==> config.mk <==
export PLATFORM = sky130hd
export DESIGN_NAME = fpc_divider
export DESIGN_NICKNAME = d
export VERILOG_FILES = /design/src/rtl/fpc_pkg.sv /design/src/rtl/fpc_cfg_reg.sv /design/src/rtl/fpc_period_ctr.sv /design/src/rtl/fpc_out_stage.sv /design/src/rtl/fpc_divider.sv
export SDC_FILE = /design/constraint.sdc
export NUM_CORES = 1
export LEC_CHECK = 0
export BUFFER_PORTS_ARGS = -buffer_cell sky130_fd_sc_hd__buf_4
export CAP_MARGIN = 20
export CORE_MARGIN = 1.5
export CORE_UTILIZATION = 55
export CTS_CLUSTER_DIAMETER = 40
export DETAILED_ROUTE_END_ITERATION = 6
export PLACE_DENSITY = 0.8
export RECOVER_POWER = 25
export SYNTH_ARGS = -nofsm -noshare
export SYNTH_HDL_FRONTEND = slang
export SYNTH_SLANG_ARGS = --single-unit
==> constraint.sdc <==
create_clock -name clk -period 6 [get_ports clk]
set_input_delay 0.3 -clock clk [delete_from_list [all_inputs] [get_ports clk]]
set_output_delay 0.3 -clock clk [all_outputs]
set_load 0.03 [all_outputs]
==> src/rtl/fpc_pkg.sv <==
package fpc_pkg;
  localparam int unsigned FPC_DIV_W = 12;
  localparam int unsigned FPC_BUS_W = 32;
endpackage

==> src/rtl/fpc_cfg_reg.sv <==
module fpc_cfg_reg #(
  parameter int unsigned DIV_W = 12,
  parameter int unsigned BUS_W = 32
) (
  input  logic             clk,
  input  logic             rst_n,
  input  logic             wr_en,
  input  logic [BUS_W-1:0] wr_data,
  output logic [DIV_W-1:0] cfg_o,
  output logic [BUS_W-1:0] rd_data
);
  localparam int unsigned PAD_W = BUS_W - DIV_W;

  logic [DIV_W-1:0] cfg_q;
  logic [DIV_W-1:0] cfg_d;

  always_comb begin
    cfg_d = cfg_q;
    if (wr_en) cfg_d = wr_data[DIV_W-1:0];
  end

  always_ff @(posedge clk or negedge rst_n) begin
    if (!rst_n) cfg_q <= '0;
    else        cfg_q <= cfg_d;
  end

  assign cfg_o   = cfg_q;
  assign rd_data = {{PAD_W{1'b0}}, cfg_q};

  assert_write_lands_R2: assert property (@(posedge clk) disable iff (!rst_n)
    wr_en |=> (rd_data[DIV_W-1:0] == $past(wr_data[DIV_W-1:0])));

  assert_hold_no_write_R2: assert property (@(posedge clk) disable iff (!rst_n)
    !wr_en |=> $stable(rd_data));
endmodule

==> src/rtl/fpc_period_ctr.sv <==
module fpc_period_ctr #(
  parameter int unsigned DIV_W = 12,
  parameter int unsigned CNT_W = 14
) (
  input  logic             clk,
  input  logic             rst_n,
  input  logic [DIV_W-1:0] cfg_i,
  output logic             run_d_o,
  output logic [CNT_W-1:0] cnt_d_o,
  output logic [CNT_W-1:0] lim_d_o,
  output logic [CNT_W-1:0] hi_d_o
);
  logic             run_q, run_d;
  logic [CNT_W-1:0] cnt_q, cnt_d;
  logic [CNT_W-1:0] lim_q, lim_d;
  logic [CNT_W-1:0] hi_q,  hi_d;
  logic [CNT_W-1:0] cfg_ext;
  logic [CNT_W-1:0] new_lim;
  logic [CNT_W-1:0] new_hi;
  logic             cfg_zero;
  logic             at_wrap;

  // limit = 3*N, high phase = ceil((3N+1)/2) = (3N+2)>>1
  always_comb begin
    cfg_ext  = CNT_W'(cfg_i);
    new_lim  = (cfg_ext << 1) + cfg_ext;
    new_hi   = (new_lim + CNT_W'(2)) >> 1;
    cfg_zero = (cfg_i == '0);
    at_wrap  = run_q && (cnt_q == lim_q);
  end

  always_comb begin
    run_d = run_q;
    cnt_d = cnt_q;
    lim_d = lim_q;
    hi_d  = hi_q;
    if (cfg_zero) begin
      run_d = 1'b0;
      cnt_d = '0;
      lim_d = '0;
      hi_d  = '0;
    end else if (!run_q || at_wrap) begin
      run_d = 1'b1;
      cnt_d = '0;
      lim_d = new_lim;
      hi_d  = new_hi;
    end else begin
      cnt_d = cnt_q + CNT_W'(1);
    end
  end

  always_ff @(posedge clk or negedge rst_n) begin
    if (!rst_n) begin
      run_q <= 1'b0;
      cnt_q <= '0;
      lim_q <= '0;
      hi_q  <= '0;
    end else begin
      run_q <= run_d;
      cnt_q <= cnt_d;
      lim_q <= lim_d;
      hi_q  <= hi_d;
    end
  end

  assign run_d_o = run_d;
  assign cnt_d_o = cnt_d;
  assign lim_d_o = lim_d;
  assign hi_d_o  = hi_d;

  assert_cnt_in_range_R9: assert property (@(posedge clk) disable iff (!rst_n)
    run_q |-> (cnt_q <= lim_q));

  assert_zero_stops_R3: assert property (@(posedge clk) disable iff (!rst_n)
    cfg_zero |=> (!run_q && cnt_q == '0));

  assert_limit_held_R6: assert property (@(posedge clk) disable iff (!rst_n)
    (run_q && !at_wrap && !cfg_zero) |=> $stable(lim_q));

  assert_start_at_zero_R8: assert property (@(posedge clk) disable iff (!rst_n)
    (!run_q && !cfg_zero) |=> (run_q && cnt_q == '0));
endmodule

==> src/rtl/fpc_out_stage.sv <==
module fpc_out_stage #(
  parameter int unsigned CNT_W = 14
) (
  input  logic             clk,
  input  logic             rst_n,
  input  logic             run_d_i,
  input  logic [CNT_W-1:0] cnt_d_i,
  input  logic [CNT_W-1:0] lim_d_i,
  input  logic [CNT_W-1:0] hi_d_i,
  output logic             tick_o,
  output logic             clk_o
);
  logic tick_q, tick_d;
  logic pclk_q, pclk_d;

  always_comb begin
    tick_d = run_d_i && (cnt_d_i == lim_d_i);
    pclk_d = run_d_i && (cnt_d_i < hi_d_i);
  end

  always_ff @(posedge clk or negedge rst_n) begin
    if (!rst_n) begin
      tick_q <= 1'b0;
      pclk_q <= 1'b0;
    end else begin
      tick_q <= tick_d;
      pclk_q <= pclk_d;
    end
  end

  assign tick_o = tick_q;
  assign clk_o  = pclk_q;

  assert_tick_single_R4: assert property (@(posedge clk) disable iff (!rst_n)
    tick_q |=> !tick_q);

  assert_tick_in_low_phase_R5: assert property (@(posedge clk) disable iff (!rst_n)
    tick_q |-> !pclk_q);
endmodule

==> src/rtl/fpc_divider.sv <==
module fpc_divider
  import fpc_pkg::*;
#(
  parameter int unsigned DIV_W = FPC_DIV_W,
  parameter int unsigned BUS_W = FPC_BUS_W
) (
  input  logic             clk,
  input  logic             rst_n,
  input  logic             wr_en,
  input  logic [BUS_W-1:0] wr_data,
  output logic [BUS_W-1:0] rd_data,
  output logic             prog_tick,
  output logic             prog_clk
);
  localparam int unsigned MAX_LIM = 3 * ((1 << DIV_W) - 1);
  localparam int unsigned CNT_W   = $clog2(MAX_LIM + 2);

  logic [DIV_W-1:0] cfg;
  logic             run_d;
  logic [CNT_W-1:0] cnt_d;
  logic [CNT_W-1:0] lim_d;
  logic [CNT_W-1:0] hi_d;

  fpc_cfg_reg #(.DIV_W(DIV_W), .BUS_W(BUS_W)) u_cfg (
    .clk     (clk),
    .rst_n   (rst_n),
    .wr_en   (wr_en),
    .wr_data (wr_data),
    .cfg_o   (cfg),
    .rd_data (rd_data)
  );

  fpc_period_ctr #(.DIV_W(DIV_W), .CNT_W(CNT_W)) u_ctr (
    .clk     (clk),
    .rst_n   (rst_n),
    .cfg_i   (cfg),
    .run_d_o (run_d),
    .cnt_d_o (cnt_d),
    .lim_d_o (lim_d),
    .hi_d_o  (hi_d)
  );

  fpc_out_stage #(.CNT_W(CNT_W)) u_out (
    .clk     (clk),
    .rst_n   (rst_n),
    .run_d_i (run_d),
    .cnt_d_i (cnt_d),
    .lim_d_i (lim_d),
    .hi_d_i  (hi_d),
    .tick_o  (prog_tick),
    .clk_o   (prog_clk)
  );

  assert_idle_outputs_R3: assert property (@(posedge clk) disable iff (!rst_n)
    (cfg == '0) |=> (!prog_tick && !prog_clk));

  assert_clk_rises_after_tick_R5: assert property (@(posedge clk) disable iff (!rst_n)
    (prog_tick && cfg != '0) |=> prog_clk);

  assert_upper_zero_R2: assert property (@(posedge clk) disable iff (!rst_n)
    rd_data[BUS_W-1:DIV_W] == '0);
endmodule

==> implementation parameters <==
Parameter                              Value

Timing
  Tightest Pin Transition    3.041 ns
  Time the worst path needs with I/O delays and setup    3.951 ns
  Total Negative Setup Slacks    0 ns
  Worst clock skew    0.006460 ns
  Setup repair after global routing missed its margin    false
  Final Hold Fails    0
  Final Max Slew Viols    58
  Top achievable clock speed    253.1 MHz
  Final setup vio count    0
  Fraction of the cycle the final worst path needs    0.6586
  Relative slew slack    -1.027

Global routing
  Maximum number of pins on one net before global-route repair    58
  GRT Total Usage    0.2560
  Met1 Usage GRT    0.3244
  Grt total ovfl    0
  Global-route wire length before repair    15210 um
  Global-route track usage on met3    0.04155
  Via count of the first global-routing pass    3251
  Layer with the highest usage    met2
  Met2 usage in global routing    0.4238
  Number of antenna violations at the first check in global routing    0

Finish
  Antenna fix cells    0
  Layout cell share with drive strength beyond 1    0.1054
  FF+latch area    1426 um^2
  Filler cell count in the final layout    643
  Area growth from synthesis to final layout    8.819%
  Utilization after layout    0.6185
  Post-layout net count    550
  Number of non-filler instances in the completed layout    583
  Area of the multi-input gates    2396 um^2

CTS
  Number of clock sinks seen by CTS    57
  Number of gates resized after CTS    0
  Clock buffers created by TritonCTS    9
  Worst-path clk slew    0.06 ns
  Number of H-tree levels    3
  Clock tree root buffer cell    sky130_fd_sc_hd__clkbuf_8
  Setup repair bufs after CTS    0
  Clock buffer depth    2
  Worst-skew pair later-pin latency    0.35 ns
  CTS Hold Buffers Added    0
  CTS tree    built

Floorplanning
  Row count    31
  Starting density of the core    0.5683
  Count of boundary I/O pins    69
  Die height    89.34 um
  Die outline area    7982 um^2
  Core region area    7214 um^2
  Die width    89.34 um

Detailed routing
  Drt first pass iters    4
  Vias per Instance    5.779
  Post-detailed-route DRC marker count    0
  Mean routed wirelength per cell    15.56 um
  Antenna-violating nets left    0
  Iter 0 DRT Violations    185
  Sum of routed wire length over all layers    9073 um
  Routed via count    3369

Pwr
  Worst supply voltage drop on vdd    178.9 uV
  Cell area power density    326.7 nW/um^2
  Leakage    2.045 nW

Setup path
  Critical register-to-register path startpoint    u_cfg.cfg_o[2]$_DFFE_PN0P_
  Crit path launch type    flop
  CP Data Required Time    6.27 ns
  Critical-path maximum fanout    5
  Endpoint type of the worst setup path    flop
  WP data arrival    4.22 ns
  Type of the worst setup path    flop to flop
  Crit path launch    u_cfg.cfg_o[2]$_DFFE_PN0P_

Synth
  Share of synthesized area occupied by flip-flops and latches    0.3479
  Synthesized flop and latch total    57
  Largest cells by area after synthesis    sky130_fd_sc_hd__dfrtp_1, sky130_fd_sc_hd__ha_1, sky130_fd_sc_hd__xnor2_1
  Synth Warn #    0
  Post-synth top flop    sky130_fd_sc_hd__dfrtp_1
  Most frequently used cell type in the post-synthesis netlist    sky130_fd_sc_hd__dfrtp_1
  Post-synthesis cell type with the largest combined area    sky130_fd_sc_hd__dfrtp_1
  Synth top cells by count    sky130_fd_sc_hd__dfrtp_1, sky130_fd_sc_hd__nand2_1, sky130_fd_sc_hd__ha_1, sky130_fd_sc_hd__inv_1, sky130_fd_sc_hd__xnor2_1
  Synthesized instance count    455
  Fraction of post-synthesis cell area in the top cell type by area    0.3479
  EDFF count, synth    0
  Mean instance size in the synthesized netlist    9.011 um^2
  Post-synthesis instance area    4100 um^2
  Number of distinct standard cells referenced by the synthesized netlist    66
  Async S/R FF share, synth    1.000

Place
  Post-detail-place hpwl    6880 um
  Routability cong.    0.8545
  # port buffers    28
  Dpl cells    569

Flow run
  Number of max-cap violations    1

Hold path
  Source of the worst hold timing path    wr_data[2]
  Class of the worst hold path    primary input to flop

Status
  Violated checks    max-capacitance violations, max-slew violations
  Result of the run    finished with violations
-- placed cells by master (no fill, tap or decap), drive strengths merged, types with 4 or more instances in the layout --
master and count:
nor3 10, ha 33, xnor2 34, nand2 51, or2 4, nor2 27
a21o 5, dfrtp 57, conb 20, clkbuf 15, nor4 6, inv 33
o21ai 22, nand3 15, a22o 6, a21oi 18, nand4 11, and2 4
nor2b 5, a22oi 11, buf 30, xor2 12, or3 4
-- state kept, by name (all words and copies together), names as in the netlist --
signal / flops
u_ctr.cnt_q: 14
u_out.tick_o: 1
u_ctr.run_q: 1
u_ctr.hi_q: 14
u_cfg.cfg_o: 12
u_ctr.lim_q: 14
u_out.clk_o: 1
-- power by group --
group	total, mW	internal (mW)	switching, mW
registers	0.552	0.461	0.0909
clock network	0.318	0.168	0.150
logic	0.587	0.253	0.334
total	1.46	0.883	0.575
-- final cells by class --
| type | instances | share of cell area |
|---|---|---|
| clock buffer | 14 | 0.03646 |
| timing repair buffer | 31 | 0.05132 |
| sequential | 57 | 0.3197 |
| tap | 99 | 0.02776 |
| multi-input combinational | 349 | 0.5370 |
| inverter | 33 | 0.02776 |
-- stage by stage --
step	cell area, um^2	total power, mW	setup WS, ns	hold WS (ns)
final	4462	1.458	2.049	0.1599
after global routing	4462	1.556	1.661	0.1672
after detailed placement	4303	1.142	2.094	0.4061
after global placement	4303	1.111	2.190	0.3959
after floorplan	4172	1.011	2.264	0.004409
after CTS	4466	1.461	2.053	0.03863
-- worst paths after layout --
kind                                              end  slack, ns  cells past startpoint
max                             u_out.clk_o$_DFF_PN0_       2.05                     16
min                        u_cfg.cfg_o[2]$_DFFE_PN0P_       0.16                      3
max reg2reg                     u_out.clk_o$_DFF_PN0_       2.05                     16
min reg2reg                  u_ctr.hi_q[13]$_DFF_PN0_       0.47                      2
max in group asynchronous    u_ctr.hi_q[12]$_DFF_PN0_       3.33                      1
min in group asynchronous    u_ctr.lim_q[4]$_DFF_PN0_       0.94                      1
-- kinds of logic after synthesis --
kind of cell	count (synthesis)	synth area share
and+or+nand+nor	152	0.1868
xor gates and xnor gates	47	0.1056
buffers and inverters	68	0.08514
muxes	1	0.002441
other	1	0.0009146
adders and majority gates	34	0.1056
AOI/OAI and AO/OA	95	0.1657
DFF	57	0.3479
-- metal layers --
metal,share of wire,wire length [um]
met4,0.027,247
met1,0.44,3991
met5,0,0
met3,0.043,388
met2,0.49,4445
-- worst max-delay path: stages, from the launching register on --
cell	delay [ns]
sky130_fd_sc_hd__dfrtp_1	0.39
sky130_fd_sc_hd__inv_1	0.11
sky130_fd_sc_hd__ha_1	0.39
sky130_fd_sc_hd__nor2b_1	0.18
sky130_fd_sc_hd__o2111a_1	0.26
sky130_fd_sc_hd__or3_1	0.45
sky130_fd_sc_hd__and3_1	0.23
sky130_fd_sc_hd__nor4bb_1	0.44
sky130_fd_sc_hd__nand3_1	0.15
sky130_fd_sc_hd__xnor2_1	0.16
sky130_fd_sc_hd__a22oi_1	0.23
sky130_fd_sc_hd__ha_1	0.29
sky130_fd_sc_hd__a21oi_1	0.14
sky130_fd_sc_hd__nor2b_1	0.06
sky130_fd_sc_hd__o21ai_0	0.16
sky130_fd_sc_hd__o211ai_1	0.11
sky130_fd_sc_hd__a21oi_1	0.13
Power figures use the tool's default switching activity.
